<file path="config.mk">
export PLATFORM = sky130hd
export DESIGN_NAME = smbus_low_timeout
export DESIGN_NICKNAME = d
export VERILOG_FILES = /design/src/rtl/smbto_pkg.sv /design/src/rtl/smbto_tick_div.sv /design/src/rtl/smbto_low_cnt.sv /design/src/rtl/smbto_ext_acc.sv /design/src/rtl/smbus_low_timeout.sv
export SDC_FILE = /design/constraint.sdc
export NUM_CORES = 1
export LEC_CHECK = 0
export ABC_AREA = 1
export ABC_CLOCK_PERIOD_IN_PS = 3900
export BUFFER_PORTS_ARGS = -buffer_cell sky130_fd_sc_hd__clkbuf_2
export CORE_ASPECT_RATIO = 0.7
export CORE_MARGIN = 2
export CORE_UTILIZATION = 55
export DETAILED_ROUTE_END_ITERATION = 7
export PLACE_DENSITY = 0.8
export SETUP_SLACK_MARGIN = 0.05
export SLEW_MARGIN = 30
export SYNTH_ARGS = -nofsm -noshare
export SYNTH_HDL_FRONTEND = slang
export SYNTH_HIERARCHICAL = 1
export SYNTH_SLANG_ARGS = --single-unit
</file>
<file path="constraint.sdc">
create_clock -name clk -period 3.9 [get_ports clk]
set_clock_uncertainty 0.2 [all_clocks]
set_input_delay 0.78 -clock clk [delete_from_list [all_inputs] [get_ports clk]]
set_output_delay 0.78 -clock clk [all_outputs]
set_load 0.05 [all_outputs]
</file>
<file path="src/rtl/smbto_pkg.sv">
package smbto_pkg;
  // Limit that applies to the extension total in the given mode.
  function automatic int ext_limit(input logic slave, input int mlim, input int slim);
    return slave ? slim : mlim;
  endfunction

  // Continuous-low violation: count has reached the limit.
  function automatic logic low_over(input int cnt, input int lim);
    return cnt >= lim;
  endfunction

  // Extension violation: total has gone past the limit.
  function automatic logic ext_over(input int cnt, input int lim);
    return cnt > lim;
  endfunction

  function automatic int max2(input int a, input int b);
    return (a > b) ? a : b;
  endfunction
endpackage

</file>
<file path="src/rtl/smbto_tick_div.sv">
module smbto_tick_div #(
  parameter int PRESCALE = 50000
) (
  input  logic clk,
  input  logic rst_n,
  input  logic en,
  output logic tick
);
  generate
    if (PRESCALE <= 1) begin : g_direct
      assign tick = en;
    end else begin : g_div
      localparam int W = $clog2(PRESCALE);
      logic [W-1:0] div_q;
      logic         wrap;
      assign wrap = (div_q == W'(PRESCALE - 1));
      always_ff @(posedge clk or negedge rst_n) begin
        if (!rst_n)      div_q <= '0;
        else if (!en)    div_q <= '0;
        else if (wrap)   div_q <= '0;
        else             div_q <= div_q + 1'b1;
      end
      assign tick = en && wrap;

      // ticks never come on back-to-back cycles when dividing
      a_r10_tick_spacing: assert property (@(posedge clk) disable iff (!rst_n)
        tick |=> !tick);
    end
  endgenerate
endmodule

</file>
<file path="src/rtl/smbto_low_cnt.sv">
module smbto_low_cnt #(
  parameter int LOW_LIMIT = 25
) (
  input  logic clk,
  input  logic rst_n,
  input  logic en,
  input  logic tick,
  input  logic scl_in,
  output logic over
);
  import smbto_pkg::*;
  localparam int W = $clog2(LOW_LIMIT + 1);
  logic [W-1:0] cnt_q;

  always_ff @(posedge clk or negedge rst_n) begin
    if (!rst_n)                                    cnt_q <= '0;
    else if (!en || scl_in)                        cnt_q <= '0;
    else if (tick && (int'(cnt_q) < LOW_LIMIT))    cnt_q <= cnt_q + 1'b1;
  end

  assign over = low_over(int'(cnt_q), LOW_LIMIT);

  // count saturates at the limit
  a_r1_low_bounded: assert property (@(posedge clk) disable iff (!rst_n)
    int'(cnt_q) <= LOW_LIMIT);
  // a high clock level wipes any pending violation
  a_r2_high_restart: assert property (@(posedge clk) disable iff (!rst_n)
    (en && scl_in) |=> !over);
endmodule

</file>
<file path="src/rtl/smbto_ext_acc.sv">
module smbto_ext_acc #(
  parameter int MEXT_LIMIT = 10,
  parameter int SEXT_LIMIT = 25
) (
  input  logic clk,
  input  logic rst_n,
  input  logic en,
  input  logic tick,
  input  logic ext_active,
  input  logic start_det,
  input  logic stop_det,
  input  logic slave_mode,
  output logic over
);
  import smbto_pkg::*;
  localparam int SAT = max2(MEXT_LIMIT, SEXT_LIMIT) + 1;
  localparam int W   = $clog2(SAT + 1);
  logic [W-1:0] tot_q;

  always_ff @(posedge clk or negedge rst_n) begin
    if (!rst_n)                                        tot_q <= '0;
    else if (!en || start_det || stop_det)             tot_q <= '0;
    else if (tick && ext_active && (int'(tot_q) < SAT)) tot_q <= tot_q + 1'b1;
  end

  assign over = ext_over(int'(tot_q), ext_limit(slave_mode, MEXT_LIMIT, SEXT_LIMIT));

  // a START or STOP leaves the total empty
  a_r5_frame_clear: assert property (@(posedge clk) disable iff (!rst_n)
    (start_det || stop_det) |=> (tot_q == '0));
  // the total does not move without an active extension
  a_r5_hold_idle: assert property (@(posedge clk) disable iff (!rst_n)
    (en && !ext_active && !start_det && !stop_det) |=> $stable(tot_q));
endmodule

</file>
<file path="src/rtl/smbus_low_timeout.sv">
module smbus_low_timeout #(
  parameter int PRESCALE   = 50000,
  parameter int LOW_LIMIT  = 25,
  parameter int MEXT_LIMIT = 10,
  parameter int SEXT_LIMIT = 25
) (
  input  logic clk,
  input  logic rst_n,
  input  logic enable,
  input  logic scl_in,
  input  logic slave_mode,
  input  logic start_det,
  input  logic stop_det,
  input  logic ext_active,
  input  logic flag_wr0,
  output logic timeout_flag,
  output logic stop_req,
  output logic release_req
);
  logic tick;
  logic low_viol;
  logic ext_viol;
  logic viol;
  logic viol_q;
  logic viol_rise;

  smbto_tick_div #(.PRESCALE(PRESCALE)) u_div (
    .clk(clk), .rst_n(rst_n), .en(enable), .tick(tick));

  smbto_low_cnt #(.LOW_LIMIT(LOW_LIMIT)) u_low (
    .clk(clk), .rst_n(rst_n), .en(enable), .tick(tick),
    .scl_in(scl_in), .over(low_viol));

  smbto_ext_acc #(.MEXT_LIMIT(MEXT_LIMIT), .SEXT_LIMIT(SEXT_LIMIT)) u_ext (
    .clk(clk), .rst_n(rst_n), .en(enable), .tick(tick),
    .ext_active(ext_active), .start_det(start_det), .stop_det(stop_det),
    .slave_mode(slave_mode), .over(ext_viol));

  assign viol      = low_viol || ext_viol;
  assign viol_rise = viol && !viol_q;

  always_ff @(posedge clk or negedge rst_n) begin
    if (!rst_n) begin
      viol_q       <= 1'b0;
      timeout_flag <= 1'b0;
      stop_req     <= 1'b0;
      release_req  <= 1'b0;
    end else if (!enable) begin
      viol_q       <= 1'b0;
      timeout_flag <= 1'b0;
      stop_req     <= 1'b0;
      release_req  <= 1'b0;
    end else begin
      viol_q      <= viol;
      stop_req    <= viol_rise && !slave_mode;
      release_req <= viol_rise && slave_mode;
      if (viol_rise)     timeout_flag <= 1'b1;
      else if (flag_wr0) timeout_flag <= 1'b0;
    end
  end

  // STOP requests only follow a controller-mode cycle
  a_r6_stop_master: assert property (@(posedge clk) disable iff (!rst_n)
    stop_req |-> $past(!slave_mode));
  // STOP request lasts one cycle
  a_r6_stop_pulse: assert property (@(posedge clk) disable iff (!rst_n)
    stop_req |=> !stop_req);
  // release requests only follow a target-mode cycle
  a_r7_release_slave: assert property (@(posedge clk) disable iff (!rst_n)
    release_req |-> $past(slave_mode));
  // release request lasts one cycle
  a_r7_release_pulse: assert property (@(posedge clk) disable iff (!rst_n)
    release_req |=> !release_req);
  // a request always comes with the flag set
  a_r6_req_flagged: assert property (@(posedge clk) disable iff (!rst_n)
    (stop_req || release_req) |-> timeout_flag);
  // disabling clears the flag
  a_r9_disable_clear: assert property (@(posedge clk) disable iff (!rst_n)
    !enable |=> (!timeout_flag && !stop_req && !release_req));
  // the flag only rises together with a request
  a_r8_flag_rise: assert property (@(posedge clk) disable iff (!rst_n)
    $rose(timeout_flag) |-> $onehot0({stop_req, release_req}) && (stop_req || release_req));
endmodule

</file>
==> impl_metrics.py <==
metrics = {
    "logic_synthesis": {
        "yosys_warnings": 6,
        "synthFlopType": "dfrtp_1",
        "synthesis.nets": 262,
        "synthTopCellsByArea": "dfrtp_1 40%, nand2_1 10%, nor2_1 8.5%, nand3_1 7.2%, inv_1 6.8%",
        "postSynthCellCount": 246,
        "synth_area_per_cell_sq_um": 7.58,
        "async_flop_share_pct": 100,
        "ys_ff_latch": 30,
        "synth_edf_count": 0,
        "ys_types": 29,
        "synth_top_area_share_pct": 40.2,
        "yosysSeqAreaShare_pct": 40.2,
        "synthesis.area_sq_um": 1870,
        "synth_common_cells": "52 x nand2_1, 42 x nor2_1, 34 x inv_1, 30 x dfrtp_1, 27 x nand3_1",
        "yosysMostFrequentCell": "nand2_1",
        "yosysTopAreaCell": "dfrtp_1",
    },
    "floorplan": {
        "die_w_microns": 73.6,
        "fp.coreArea_sq_um": 3190,
        "ioPinCount": 12,
        "rows": 17,
        "dieArea_sq_um": 3880,
        "initial_core_util_pct": 58.5,
        "dieHeight_microns": 52.7,
    },
    "power": {
        "power_density_nw_per_um2": 287,
        "ir_drop_uv": 171,
        "p_leak_nw": 1.05,
    },
    "clock_tree": {
        "insertion_delay_ns": 0.28,
        "root_buffer": "clkbuf_8",
        "cts_hold_buf": 0,
        "clk_pin_slew_ns": 0.06,
        "cts_made_buffers": 5,
        "clk_path_buf_depth": 2,
        "clock_sinks": 30,
        "cts_tree": "done",
        "htree_levels": 2,
        "post_cts_buffers": 0,
        "cts_resized": 0,
    },
    "critical_path": {
        "r2r_start": "u_div/g_div.div_q[0]",
        "reg2reg_depth": 9,
        "cp_slowest_stage_delay_ns": 0.42,
        "start_kind": "flip-flop",
        "r2r_slack_ns": 1.57,
        "critPathKind": "flip-flop to flip-flop",
        "cp_data_required_time_ns": 3.92,
        "crit_chain": "ha_1, nand3_2, nor2_1, nand2_2, nor2_1, nand2_1, nor2_2, nand3_1, nand2_1",
        "r2r-end": "u_ext/tot_q[3]",
        "critPathMaxFanout": 6,
        "cpMaxStageDelayCell": "dfrtp_1",
        "arrival_ns": 2.35,
        "cp-end-kind": "flip-flop",
    },
    "sta": {
        "setup_tns_ns": 0,
        "finalCritPeriodShare_pct": 59.7,
        "max_freq_ghz": 0.430,
        "slew_headroom_pct": 51.0,
        "rsz0062_at_grt": "false",
        "tightest_slew_ns": 0.734,
        "period_minus_slack_ns": 2.33,
        "hold_viol_final": 0,
        "setup_viol": 0,
        "setup_slack_ns": 1.57,
        "maxSlewViolCount": 0,
    },
    "routing": {
        "viasPerCell": 5.33,
        "wirelength_microns": 3740,
        "firstDrtPassIters": 4,
        "dr.first_iter.drc_count": 92,
        "vias": 1598,
        "detail_route.wl_per_cell_microns": 12.5,
        "final_antenna_net_count": 0,
        "route.detailed.drc": 0,
    },
    "layout": {
        "layout-drive-gt1-share_pct": 14.5,
        "antenna_cells": 0,
        "nets": 278,
        "regArea_sq_um": 751,
        "fill_cells": 297,
        "multi_input_area_sq_um": 948,
        "area_delta_synth_final_pct": 8.38,
        "final_core_util_pct": 63.4,
    },
    "min_path": {
        "holdPathStages": 1,
        "hold_start": "u_div/g_div.div_q[0]",
        "min_to": "u_div/g_div.div_q[0]",
        "hold_path.class": "flip-flop to flip-flop",
    },
    "global_route": {
        "grt_use_total_pct": 22.4,
        "grt_max_degree": 31,
        "grt_pass1_wl_microns": 6390,
        "antenna_found_initial": 0,
        "grt_pass1_vias": 1372,
        "gr-total-overflow": 0,
    },
    "place": {
        "hpwl_microns": 2800,
        "io_buffers": 11,
        "dp_slack_ns": 1.46,
        "globalplace.congestion": 0.844,
    },
    "outcome": {
        "outcome": "completed",
    },
    "job": {
        "max_cap_viol_count": 0,
    },
}
==> registers in the layout (all words and copies together), names as in the netlist <==
register / count
u_div/g_div.div_q: 16
u_ext/tot_q: 5
u_low/cnt_q: 5
release_req: 1
stop_req: 1
timeout_flag: 1
viol_q: 1
==> how the worst max path moves through the flow <==
stage                              start              to  slack [ns]  cells past startpoint
finish              u_div/g_div.div_q[0]  u_ext/tot_q[3]        1.57                      9
global route        u_div/g_div.div_q[0]  u_ext/tot_q[3]        1.36                      9
CTS                 u_div/g_div.div_q[0]  u_ext/tot_q[3]        1.59                      9
detailed placement                enable  u_ext/tot_q[3]        1.46                      7
global placement                  enable  u_ext/tot_q[2]        1.57                      8
floorplan           u_div/g_div.div_q[0]  u_ext/tot_q[1]        1.91                     10
==> metal layers <==
layer | vias up | part of all wire, % | track usage, %
li1 | 814 | - | -
met1 | 732 | 52 | 33.8
met2 | 46 | 40 | 28.7
met3 | 6 | 6.7 | 7.88
met4 | 0 | 1.2 | 8.18
met5 | - | 0 | 0
==> area by class of cell <==
cell class | count | share of cell area, %
Sequential cell | 30 | 37.1
Timing Repair Buffer | 11 | 2.72
Tap cell | 38 | 2.35
Clock buffer | 7 | 3.77
Inverter | 38 | 7.12
Multi-Input combinational cell | 176 | 46.9
==> layout by cell type, fill, tap and decap left out, types with 2 or more instances in the layout <==
master     n
nor2_1    42
nand3_1   27
ha_1       7
inv_1     34
nand2_1   52
clkbuf_8   5
dfrtp_1   30
nor2_2     4
xor2_1     5
inv_2      2
nand2_4    3
a31oi_1    2
nor3_4     2
a21oi_1    3
nand2_2    5
clkbuf_1   2
nand3b_1   2
nand3_2    3
clkbuf_2  11
nand4_1   10
==> metrics by stage <==
step | std cells | total power, mW | hold WS (ns) | area (sq um)
floorplan | 246 | 0.335 | 0.268 | 1870
global placement | 293 | 0.351 | 0.294 | 1950
detailed placement | 293 | 0.352 | 0.305 | 1950
CTS | 300 | 0.591 | 0.323 | 2020
global route | 300 | 0.605 | 0.366 | 2020
finish | 300 | 0.581 | 0.324 | 2020
==> logic make-up after synthesis <==
logic type	synth area share, %
AOI/OAI and AO/OA	3.82
xor gates and xnor gates	2.82
adders and majority gates	4.69
buffers and inverters	8.92
DFF	40.2
and+or+nand+nor	39.5
==> power by group <==
| group | internal [mW] | switching [mW] |
|---|---|---|
| combinational | 0.00846 | 0.0202 |
| clock | 0.123 | 0.112 |
| sequential | 0.314 | 0.00317 |
| total | 0.445 | 0.136 |
==> worst max-delay path, delay by kind of cell, from the launching register on <==
family                     cells  cell delay, ns
and+or+nand+nor                8            1.42
DFF                            1            0.42
adders and majority gates      1            0.24
(Power assumes the default switching activity.)
